`src/rtl/ucode_seq.sv`:
```
module ucode_seq (
  input  logic        clk,
  input  logic        rst_n,
  input  logic [5:0]  opcode,
  input  logic        zero,
  input  logic        busy,
  output logic [16:0] ctrl,
  output logic [5:0]  upc
);

  localparam logic [2:0] J_NEXT  = 3'd0;
  localparam logic [2:0] J_SPIN  = 3'd1;
  localparam logic [2:0] J_FETCH = 3'd2;
  localparam logic [2:0] J_DISP  = 3'd3;
  localparam logic [2:0] J_FEQZ  = 3'd4;
  localparam logic [2:0] J_FNEZ  = 3'd5;

  localparam logic [16:0] C_LDMA = 17'h00001;
  localparam logic [16:0] C_LDIR = 17'h00002;
  localparam logic [16:0] C_LDA  = 17'h00004;
  localparam logic [16:0] C_LDB  = 17'h00008;
  localparam logic [16:0] C_RWR  = 17'h00010;
  localparam logic [16:0] C_REN  = 17'h00020;
  localparam logic [16:0] C_MEN  = 17'h00040;
  localparam logic [16:0] C_MWR  = 17'h00080;
  localparam logic [16:0] C_IEN  = 17'h00100;
  localparam logic [16:0] RS_RS  = 17'h00000;
  localparam logic [16:0] RS_RT  = 17'h00200;
  localparam logic [16:0] RS_RD  = 17'h00400;
  localparam logic [16:0] RS_PC  = 17'h00600;
  localparam logic [16:0] RS_LNK = 17'h00800;
  localparam logic [16:0] OP_PA  = 17'h01000;
  localparam logic [16:0] OP_PB  = 17'h02000;
  localparam logic [16:0] OP_ADD = 17'h03000;
  localparam logic [16:0] OP_A4  = 17'h04000;
  localparam logic [16:0] OP_FN  = 17'h05000;
  localparam logic [16:0] OP_JT  = 17'h06000;
  localparam logic [16:0] EX_S16 = 17'h00000;
  localparam logic [16:0] EX_S2  = 17'h10000;
  localparam logic [16:0] EX_IR  = 17'h18000;

  localparam logic [5:0] A_FETCH = 6'd0;
  localparam logic [5:0] A_ALU   = 6'd4;
  localparam logic [5:0] A_ALUI  = 6'd7;
  localparam logic [5:0] A_LW    = 6'd10;
  localparam logic [5:0] A_SW    = 6'd15;
  localparam logic [5:0] A_BEQZ  = 6'd20;
  localparam logic [5:0] A_BNEZ  = 6'd25;
  localparam logic [5:0] A_J     = 6'd30;
  localparam logic [5:0] A_JR    = 6'd33;
  localparam logic [5:0] A_JAL   = 6'd35;
  localparam logic [5:0] A_JALR  = 6'd39;
  localparam logic [5:0] A_MM    = 6'd43;

  function automatic logic [25:0] uw(input logic [16:0] c, input logic [2:0] j,
                                     input logic [5:0] t);
    return {t, j, c};
  endfunction

  function automatic logic [25:0] rom(input logic [5:0] a);
    case (a)
      6'd0:  return uw(C_LDMA | C_REN | RS_PC, J_NEXT, A_FETCH);
      6'd1:  return uw(C_LDIR | C_MEN, J_SPIN, A_FETCH);
      6'd2:  return uw(C_LDA | C_REN | RS_PC, J_NEXT, A_FETCH);
      6'd3:  return uw(C_RWR | RS_PC | OP_A4, J_DISP, A_FETCH);
      6'd4:  return uw(C_LDA | C_REN | RS_RS, J_NEXT, A_FETCH);
      6'd5:  return uw(C_LDB | C_REN | RS_RT, J_NEXT, A_FETCH);
      6'd6:  return uw(C_RWR | RS_RD | OP_FN, J_FETCH, A_FETCH);
      6'd7:  return uw(C_LDA | C_REN | RS_RS, J_NEXT, A_FETCH);
      6'd8:  return uw(C_LDB | C_IEN | EX_S16, J_NEXT, A_FETCH);
      6'd9:  return uw(C_RWR | RS_RT | OP_FN, J_FETCH, A_FETCH);
      6'd10: return uw(C_LDA | C_REN | RS_RS, J_NEXT, A_FETCH);
      6'd11: return uw(C_LDB | C_IEN | EX_S16, J_NEXT, A_FETCH);
      6'd12: return uw(C_LDMA | OP_ADD, J_NEXT, A_FETCH);
      6'd13: return uw(C_RWR | C_MEN | RS_RT, J_SPIN, A_FETCH);
      6'd14: return uw(17'd0, J_FETCH, A_FETCH);
      6'd15: return uw(C_LDA | C_REN | RS_RS, J_NEXT, A_FETCH);
      6'd16: return uw(C_LDB | C_IEN | EX_S16, J_NEXT, A_FETCH);
      6'd17: return uw(C_LDMA | OP_ADD, J_NEXT, A_FETCH);
      6'd18: return uw(C_MEN | C_MWR | C_REN | RS_RT, J_SPIN, A_FETCH);
      6'd19: return uw(17'd0, J_FETCH, A_FETCH);
      6'd20: return uw(C_LDA | C_REN | RS_RS, J_NEXT, A_FETCH);
      6'd21: return uw(17'd0, J_FNEZ, A_FETCH);
      6'd22: return uw(C_LDA | C_REN | RS_PC, J_NEXT, A_FETCH);
      6'd23: return uw(C_LDB | C_IEN | EX_S2, J_NEXT, A_FETCH);
      6'd24: return uw(C_RWR | RS_PC | OP_ADD, J_FETCH, A_FETCH);
      6'd25: return uw(C_LDA | C_REN | RS_RS, J_NEXT, A_FETCH);
      6'd26: return uw(17'd0, J_FEQZ, A_FETCH);
      6'd27: return uw(C_LDA | C_REN | RS_PC, J_NEXT, A_FETCH);
      6'd28: return uw(C_LDB | C_IEN | EX_S2, J_NEXT, A_FETCH);
      6'd29: return uw(C_RWR | RS_PC | OP_ADD, J_FETCH, A_FETCH);
      6'd30: return uw(C_LDA | C_REN | RS_PC, J_NEXT, A_FETCH);
      6'd31: return uw(C_LDB | C_IEN | EX_IR, J_NEXT, A_FETCH);
      6'd32: return uw(C_RWR | RS_PC | OP_JT, J_FETCH, A_FETCH);
      6'd33: return uw(C_LDA | C_REN | RS_RS, J_NEXT, A_FETCH);
      6'd34: return uw(C_RWR | RS_PC | OP_PA, J_FETCH, A_FETCH);
      6'd35: return uw(C_LDA | C_REN | RS_PC, J_NEXT, A_FETCH);
      6'd36: return uw(C_RWR | RS_LNK | OP_PA, J_NEXT, A_FETCH);
      6'd37: return uw(C_LDB | C_IEN | EX_IR, J_NEXT, A_FETCH);
      6'd38: return uw(C_RWR | RS_PC | OP_JT, J_FETCH, A_FETCH);
      6'd39: return uw(C_LDA | C_REN | RS_PC, J_NEXT, A_FETCH);
      6'd40: return uw(C_LDB | C_REN | RS_RS, J_NEXT, A_FETCH);
      6'd41: return uw(C_RWR | RS_LNK | OP_PA, J_NEXT, A_FETCH);
      6'd42: return uw(C_RWR | RS_PC | OP_PB, J_FETCH, A_FETCH);
      6'd43: return uw(C_LDMA | C_REN | RS_RS, J_NEXT, A_FETCH);
      6'd44: return uw(C_LDA | C_MEN, J_SPIN, A_FETCH);
      6'd45: return uw(C_LDMA | C_REN | RS_RT, J_NEXT, A_FETCH);
      6'd46: return uw(C_LDB | C_MEN, J_SPIN, A_FETCH);
      6'd47: return uw(C_LDMA | C_REN | RS_RD, J_NEXT, A_FETCH);
      6'd48: return uw(C_MEN | C_MWR | OP_FN, J_SPIN, A_FETCH);
      6'd49: return uw(17'd0, J_FETCH, A_FETCH);
      default: return uw(17'd0, J_FETCH, A_FETCH);
    endcase
  endfunction

  logic [25:0] word;
  logic [2:0]  jt;
  logic [5:0]  tgt, disp, inc, nxt;

  assign word = rom(upc);
  assign ctrl = word[16:0];
  assign jt   = word[19:17];
  assign tgt  = word[25:20];
  assign inc  = upc + 6'd1;

  always_comb begin
    case (opcode)
      6'h00:                 disp = A_ALU;
      6'h08, 6'h09, 6'h0A, 6'h0B,
      6'h0C, 6'h0D, 6'h0E, 6'h0F: disp = A_ALUI;
      6'h23:                 disp = A_LW;
      6'h2B:                 disp = A_SW;
      6'h04:                 disp = A_BEQZ;
      6'h05:                 disp = A_BNEZ;
      6'h02:                 disp = A_J;
      6'h06:                 disp = A_JR;
      6'h03:                 disp = A_JAL;
      6'h07:                 disp = A_JALR;
      6'h30:                 disp = A_MM;
      default:               disp = A_FETCH;
    endcase
  end

  always_comb begin
    case (jt)
      J_NEXT:  nxt = inc;
      J_SPIN:  nxt = busy ? upc : inc;
      J_DISP:  nxt = disp;
      J_FEQZ:  nxt = zero ? tgt : inc;
      J_FNEZ:  nxt = zero ? inc : tgt;
      default: nxt = A_FETCH;
    endcase
  end

  always_ff @(posedge clk or negedge rst_n)
    if (!rst_n) upc <= A_FETCH;
    else        upc <= nxt;

  p_next_r2: assert property (@(posedge clk) disable iff (!rst_n)
    jt == J_NEXT |=> upc == $past(upc) + 6'd1);
  p_spin_hold_r3: assert property (@(posedge clk) disable iff (!rst_n)
    (jt == J_SPIN && busy) |=> $stable(upc));
  p_spin_go_r3: assert property (@(posedge clk) disable iff (!rst_n)
    (jt == J_SPIN && !busy) |=> upc == $past(upc) + 6'd1);
  p_fetch_r4: assert property (@(posedge clk) disable iff (!rst_n)
    (jt == J_FETCH || jt > J_FNEZ) |=> upc == 6'd0);
  p_disp_lw_r5: assert property (@(posedge clk) disable iff (!rst_n)
    (jt == J_DISP && opcode == 6'h23) |=> upc == 6'd10);
  p_feqz_r6: assert property (@(posedge clk) disable iff (!rst_n)
    (jt == J_FEQZ && !zero) |=> upc == $past(upc) + 6'd1);
  p_fnez_r7: assert property (@(posedge clk) disable iff (!rst_n)
    (jt == J_FNEZ && zero) |=> upc == $past(upc) + 6'd1);
  p_wr_mem_r12: assert property (@(posedge clk) disable iff (!rst_n)
    ctrl[7] |-> ctrl[6]);

endmodule

```
`config.mk`:
```
export PLATFORM = sky130hd
export DESIGN_NAME = ucode_seq
export DESIGN_NICKNAME = d
export VERILOG_FILES = /design/src/rtl/ucode_seq.sv
export SDC_FILE = /design/constraint.sdc
export NUM_CORES = 1
export LEC_CHECK = 0
export ABC_AREA = 1
export ABC_CLOCK_PERIOD_IN_PS = 5700
export CORE_AREA = 5 5 76 50
export DETAILED_ROUTE_END_ITERATION = 12
export DIE_AREA = 0 0 81 55
export GPL_TIMING_DRIVEN = 0
export PLACE_DENSITY = 0.83
export SKIP_CTS_REPAIR_TIMING = 1
export SLEW_MARGIN = 0
export SYNTH_ARGS = -nofsm -noshare
export SYNTH_HDL_FRONTEND = slang
export SYNTH_SLANG_ARGS = --single-unit
```
`constraint.sdc`:
```
create_clock -name clk -period 5.7 [get_ports clk]
set_clock_uncertainty 0.1 [all_clocks]
set_input_delay 1.14 -clock clk [delete_from_list [all_inputs] [get_ports clk]]
set_output_delay 1.14 -clock clk [all_outputs]
set_load 0.03 [all_outputs]
```
### Yosys cells after proc, flatten, opt, wreduce, memory -nomap -nowiden

Memory sizes are Yosys's and may differ from the RTL's.
Index checks and enable logic that the tools add are counted.

* bitwise operators: 0
* reduce and logical (&&, ||, !) cells: 1
* $add $sub $neg: 1
* divide/modulo/power cells: 0
* multiplexer cells: 4
* magnitude comparators: 0
* $mul: 0
* shifts and indexed selects: 0
* equal/unequal tests: 5

Operator list (count)
* one-hot mux 6 bit (5 select lines): 1
* 2-to-1 mux 6 bit: 3
* adder 6 x 1 -> 6 bit, second input constant: 1
* equality test 3 bit, second input constant: 2
* equality test 3 x 1 -> 1 bit, second input constant: 1
* equality test 3 x 2 -> 1 bit, second input constant: 1
* zero test 3 bit: 1
* inequality test 2 bit, second input constant: 1

* bits in latches: 0
* memory bits (writable): 0
* memories kept: 2
* output and inout port bits: 23
* word-level logic and storage cells: 14
* memory bits (read-only): 1664
* register bits after elaboration: 6

Memories
* (name not given): words 64, bits a word 20, read ports 1, clocked after memory_dff 0, write ports 0, line 61 `case (a)`
* (name not given): words 64, bits a word 6, read ports 1, clocked after memory_dff 0, write ports 0, line 127 `case (opcode)`

### Longest topological paths before layout

Gate-level depths: netlist (run 1).

* depth after elaboration: 3
* depth in mapped cells: 13
* depth with buffers taken out: 13

### Worst setup path before layout (run 1)

Ideal clock, no wire load.

* kind: reg2out
* from: register upc[0]
* to: output ctrl[3]
* slack: 2.055 ns
* cell stages (with the launch flop): 7
* arrival time: 2.405 ns
* cell sequence: dfrtp_1 > inv_1 > ha_1 > inv_1 > nor2_4 > nor3_1 > o311ai_0

* word-level cells in the longest chain between the ends: 1

RTL lines
* start: declaration: line 8 `output logic [5:0] upc`
* start signal: assignment: line 157 `else upc <= nxt;`
* memory (64 x 20 bit)
* end: declaration: line 7 `output logic [16:0] ctrl,`

Every way passes these cells.

### Worst setup path after layout (run 1)

Ends and elaborated chain as after synthesis.

==> flow_metrics.tcl, run 1 <==
set metrics [dict create \
    status "completed" \
    finalMaxSlewViolations 0 \
    gp_congestion 0.997 \
    die_h_um 55 \
    crit_end "ctrl[3]" \
    end_kind "output pin" \
    clockBufferDepth 2 \
    final_nets 339 \
    cellPowerDensity_nw_per_um2 624 \
    ys_seq_elements 6 \
    drv_cap 0 \
    rsz0062_at_grt "false" \
    wire_per_inst_um 15.6 \
    yosysTopAreaCellShare 0.178 \
    hold_violations 0 \
    reg.largest.list "upc (6)" \
    r2r-start "upc[0]" \
    grt_antenna_before_repair 0 \
    regMostFlops "upc" \
    grt_remaining_overflow 0 \
    diodes 0 \
    ios 33 \
    route.vias.total 2037 \
    die_x_um 81 \
    reg2reg_to "upc[3]" \
    period_share 0.729 \
    mostFrequentLayoutCell "nand2_1" \
    finalNonFillerCells 357 \
    peakVddDrop_mv 0.307 \
    core.rowCount 16 \
    grt_start_max_net_pins 11 \
    finalSetupViolations 0 \
    clk_latency_ns 0.22 \
    arrival_ns 2.92 \
    synthCells 277 \
    reg2reg_depth 12 \
    worst_slew_pin_slew_ns 0.557 \
    drc 0 \
    cpMaxStageDelayCell "clkdlybuf4s50_1" \
    fillers 323 \
    max_freq_mhz 241 \
    dr.pass1.iters 5 \
    synth_cell_types 37 \
    area_delta_synth_final_pct 26.1 \
    crit_type "reg2out" \
    synth_area_leaders "nand2_1 (18%), ha_1 (12%), dfrtp_1 (9.4%), nand3_1 (8.1%), nor2_1 (7.7%)" \
    syn_avg_cell_area_um2 5.79 \
    yosysWarnings 0 \
    synth_edf_count 0 \
    p_leak_nw 1.01 \
    synth_ff_type "dfrtp_1" \
    drive_gt1_frac 0.103 \
    via_per_inst 5.71 \
    dp_hpwl_um 4580 \
    slowest_delay_ns 0.75 \
    hp-class "reg2reg" \
    required_ns 4.46 \
    register_area_um2 150 \
    cp-start-kind "register" \
    crit_chain "inv_1 -> ha_1 -> inv_1 -> nand2_1 -> nor2_1 -> nand2_1 -> o21ai_0 -> o21ai_0 -> o311ai_0 -> clkdlybuf4s50_1" \
    mappedNetlistNets 302 \
    largest_register_ffs 6 \
    dieArea_um2 4460 \
    cts_tree "yes" \
    cts_root_buf "clkbuf_8" \
    fin_setup_tns_ns 0 \
    postRouteAntennaNets 0 \
    mostFrequentLayoutCells "nand2_1 (76), nor2_1 (33), clkdlybuf4s50_1 (32)" \
    syn-cell-area_um2 1600 \
    multi_input_area_um2 1260 \
    r2r_slack_ns 3.04 \
    htree_num_levels 1 \
    initial_core_util 0.520 \
    yosysTopAreaCell "nand2_1" \
    period_needed_ns 4.16 \
    slew_headroom 0.629 \
    cts_sinks 6 \
    ys_seq_area_frac 0.0936 \
    port_buffers 32 \
    synthArstFlopShare 1.00 \
    totalWireLength_um 5580 \
    cts_buffers 3 \
    grt_pass1_vias 1795 \
    drt-initial-drc-count 227 \
    critical_path.max_fanout 10 \
    dp_cells 354 \
    clk_pin_slew_ns 0.04 \
    crit_start "upc[0]" \
    design.core.area_um2 3080 \
    grt_use_total 0.268 \
    grt_pass1_wl_um 9060 \
]
-- layer usage --
layer  up-vias  track usage  routed length [um]
li1        985            -                   -
met1       916        0.424                2740
met2       129        0.380                2160
met3         7       0.0437                 648
met4         0       0.0281                  38
met5         -            0                   0
-- kinds of logic after synthesis --
kind of cell,Yosys count,share of synthesized area
AOI/OAI and AO/OA,51,0.190
xor gates and xnor gates,3,0.0164
adders and majority gates,15,0.117
buffers and inverters,43,0.119
DFF,6,0.0936
and+or+nand+nor,159,0.464
-- through the flow --
step	util	hold WS, ns	worst slack (ns)	total power (W)	area (um^2)
after floorplan	-	0.744	2.06	0.000820	1600
after global placement	0.642	0.633	1.86	0.00118	1980
after detailed placement	0.642	0.624	1.85	0.00118	1980
after CTS	0.656	0.632	1.60	0.00124	2020
after global routing	0.656	0.674	1.32	0.00135	2020
final	0.656	0.640	1.54	0.00126	2020
-- report_power, final --
part	internal [W]	switching (W)	total [W]
combinational	0.000382	0.000716	0.00110
sequential	0.0000616	0.0000399	0.000101
clock	0.0000452	0.0000164	0.0000616
total	0.000489	0.000772	0.00126
-- worst min path at each step --
stage	cells past startpoint	slack, ns	endpoint	start
5_1_grt	4	0.67	upc[4]	upc[4]
2_1_floorplan	0	0.74	upc[0]	rst_n
3_3_place_gp	4	0.63	upc[4]	upc[4]
3_5_place_dp	4	0.62	upc[4]	upc[4]
4_1_cts	4	0.63	upc[4]	upc[4]
6_report	4	0.64	upc[4]	upc[4]
-- critical path: cells and delay by family (launching register included) --
family                   cells  cell delay, ns
AND/OR/NAND/NOR              3            0.29
adder cells (fa/ha/maj)      1            0.39
flip-flops                   1            0.59
buffers and inverters        3            1.13
AO/OA/AOI/OAI                3            0.31
-- cells in the mapped netlist (all sizes together) (2+ instances only) --
cell type  instances
nand2             79
nor2              40
inv               34
nand3             27
o21ai             22
ha                15
a21oi             14
buf                7
nand4              7
o211ai             7
dfrtp              6
nor3               5
xor2               3
a21boi             2
-- area by class of cell --
type	instances	area share
Tap cell	45	0.0278
Inverter	35	0.0650
Clock buffer	3	0.0204
Sequential cell	6	0.0743
Buffer	8	0.0297
Multi-Input combinational cell	228	0.624
Timing Repair Buffer	32	0.158
No activity file was read; power rests on OpenSTA's default activity.
==> run 2, diff against run 1 <==
--- a/config.mk
+++ b/config.mk
@@ -6,12 +6,12 @@
 export NUM_CORES = 1
 export LEC_CHECK = 0
 export ABC_AREA = 1
-export ABC_CLOCK_PERIOD_IN_PS = 5700
-export CORE_AREA = 5 5 76 50
+export ABC_CLOCK_PERIOD_IN_PS = 4100
+export CORE_AREA = 5 5 78 52
 export DETAILED_ROUTE_END_ITERATION = 12
-export DIE_AREA = 0 0 81 55
+export DIE_AREA = 0 0 83 57
 export GPL_TIMING_DRIVEN = 0
-export PLACE_DENSITY = 0.83
+export PLACE_DENSITY = 0.78
 export SKIP_CTS_REPAIR_TIMING = 1
 export SLEW_MARGIN = 0
 export SYNTH_ARGS = -nofsm -noshare
==> constraint.sdc (replaced) <==
create_clock -name clk -period 4.1 [get_ports clk]
set_clock_uncertainty 0.1 [all_clocks]
set_input_delay 0.82 -clock clk [delete_from_list [all_inputs] [get_ports clk]]
set_output_delay 0.82 -clock clk [all_outputs]
set_load 0.03 [all_outputs]
==> run 2 against run 1 <==
  * Routed wire length fell by 1.4%
  * Count of clock-buffer cells in the layout did not move
  * Clock power rose by 44%
  * Die area rose by 6.2%
  * Sequential power rose by 41%
  * Sequential share of layout area barely moved
  * Final cell count rose by 0.56%
  * Total power rose by 39%
  * Via count fell by 0.15%
  * Setup slack got worse by 1.2 ns
  * Largest cell class unchanged
  * Worst hold slack improved by 0.016 ns
  * Non-clock buffer count did not move
==> flow_metrics.tcl, run 2 (synthesis results as in run 1) <==
set metrics [dict create \
    dr.pass1.iters 5 \
    status "completed" \
    via_per_inst 5.67 \
    cellPowerDensity_nw_per_um2 867 \
    core.rowCount 17 \
    hp-start "upc[4]" \
    grt_pass1_vias 1777 \
    mostFrequentLayoutCell "nand2_1" \
    whs_endpoint "upc[4]" \
    regMostFlops "upc" \
    cts_tree "yes" \
    register_area_um2 150 \
    dieArea_um2 4730 \
    drt-initial-drc-count 274 \
    period_share 0.916 \
    grt_antenna_before_repair 0 \
    worst_slew_pin_slew_ns 0.578 \
    max_freq_mhz 266 \
    gp_congestion 0.993 \
    r2r-start "upc[0]" \
    cts_buffers 3 \
    dp_hpwl_um 4470 \
    hold_violations 0 \
    p_leak_nw 1.01 \
    die_h_um 57 \
    area_delta_synth_final_pct 26.2 \
    cts_root_buf "clkbuf_8" \
    clockBufferDepth 2 \
    multi_input_area_um2 1260 \
    rsz0062_at_grt "false" \
    mostFrequentLayoutCells "nand2_1 (76), nor2_1 (33), clkdlybuf4s50_1 (32)" \
    initial_core_util 0.477 \
    placed_area_um2 1980 \
    grt_remaining_overflow 0 \
    die_x_um 83 \
    drv_cap 0 \
    crit_type "reg2out" \
    required_ns 3.18 \
    final_nets 339 \
    postLayoutCellArea_um2 2020 \
    arrival_ns 2.84 \
    slew_headroom 0.615 \
    route.vias.total 2034 \
    reg2reg_to "upc[2]" \
    reg.largest.list "upc (6)" \
    hold_slack_ns 0.655 \
    design.core.area_um2 3360 \
    htree_num_levels 1 \
    grt_pass1_wl_um 8850 \
    cp-start-kind "register" \
    critical_path.max_fanout 10 \
    period_needed_ns 3.76 \
    port_buffers 32 \
    diodes 0 \
    whs_path_depth 4 \
    ios 33 \
    drc 0 \
    reg2reg_depth 12 \
    crit_start "upc[0]" \
    dp_cells 356 \
    drive_gt1_frac 0.103 \
    finalNonFillerCells 359 \
    clk_pin_slew_ns 0.03 \
    wire_per_inst_um 15.3 \
    finalSetupViolations 0 \
    fin_setup_tns_ns 0 \
    hp-class "reg2reg" \
    postRouteAntennaNets 0 \
    grt_start_max_net_pins 11 \
    clk_latency_ns 0.22 \
    cts_sinks 6 \
    r2r_slack_ns 1.49 \
    grt_use_total 0.229 \
    fillers 352 \
    peakVddDrop_mv 0.447 \
    end_kind "output pin" \
    finalMaxSlewViolations 0 \
    largest_register_ffs 6 \
    totalWireLength_um 5500 \
]
-- run 2: metrics by stage --
stage	total power, W	utilization	worst slack [ns]
floorplan	0.00114	-	0.775
global placement	0.00164	0.590	0.524
detailed placement	0.00163	0.590	0.612
CTS	0.00173	0.602	0.368
global route	0.00187	0.602	0.135
finish	0.00175	0.602	0.344
-- run 2: metal layers --
metal / up-vias / part of all wire / GRT usage
met4: 0 / 0.0075 / 0.0350
li1: 983 / - / -
met3: 7 / 0.15 / 0.0505
met1: 884 / 0.45 / 0.361
met2: 160 / 0.39 / 0.317
met5: - / 0 / 0
-- run 2: critical path, cell delays in order (launching register included) --
cell	delay, ns
dfrtp_1	0.58
inv_1	0.26
ha_1	0.37
inv_1	0.07
o21ai_0	0.34
inv_1	0.08
nand2_1	0.08
nand3_1	0.07
nand3_1	0.07
o21ai_0	0.09
clkdlybuf4s50_1	0.61
-- run 2: area by class of cell --
cell class              count  area share
flip-flops and latches      6      0.0742
inverters                  35      0.0649
multi-input cells         228       0.624
clock buffers               3      0.0204
plain buffers               8      0.0297
repair buffers             32       0.158
well taps                  47      0.0290
-- run 2: where the power goes --
part           switching, W  internal, W
clock             0.0000253    0.0000631
sequential        0.0000563    0.0000856
combinational      0.000993     0.000531
-- run 2: worst max path at each step --
| stage | endpoint | slack, ns | depth (start not counted) |
|---|---|---|---|
| 2_1_floorplan | ctrl[3] | 0.78 | 6 |
| 3_3_place_gp | ctrl[3] | 0.52 | 10 |
| 3_5_place_dp | ctrl[3] | 0.61 | 10 |
| 4_1_cts | ctrl[3] | 0.37 | 10 |
| 5_1_grt | ctrl[3] | 0.14 | 10 |
| 6_report | ctrl[9] | 0.34 | 10 |
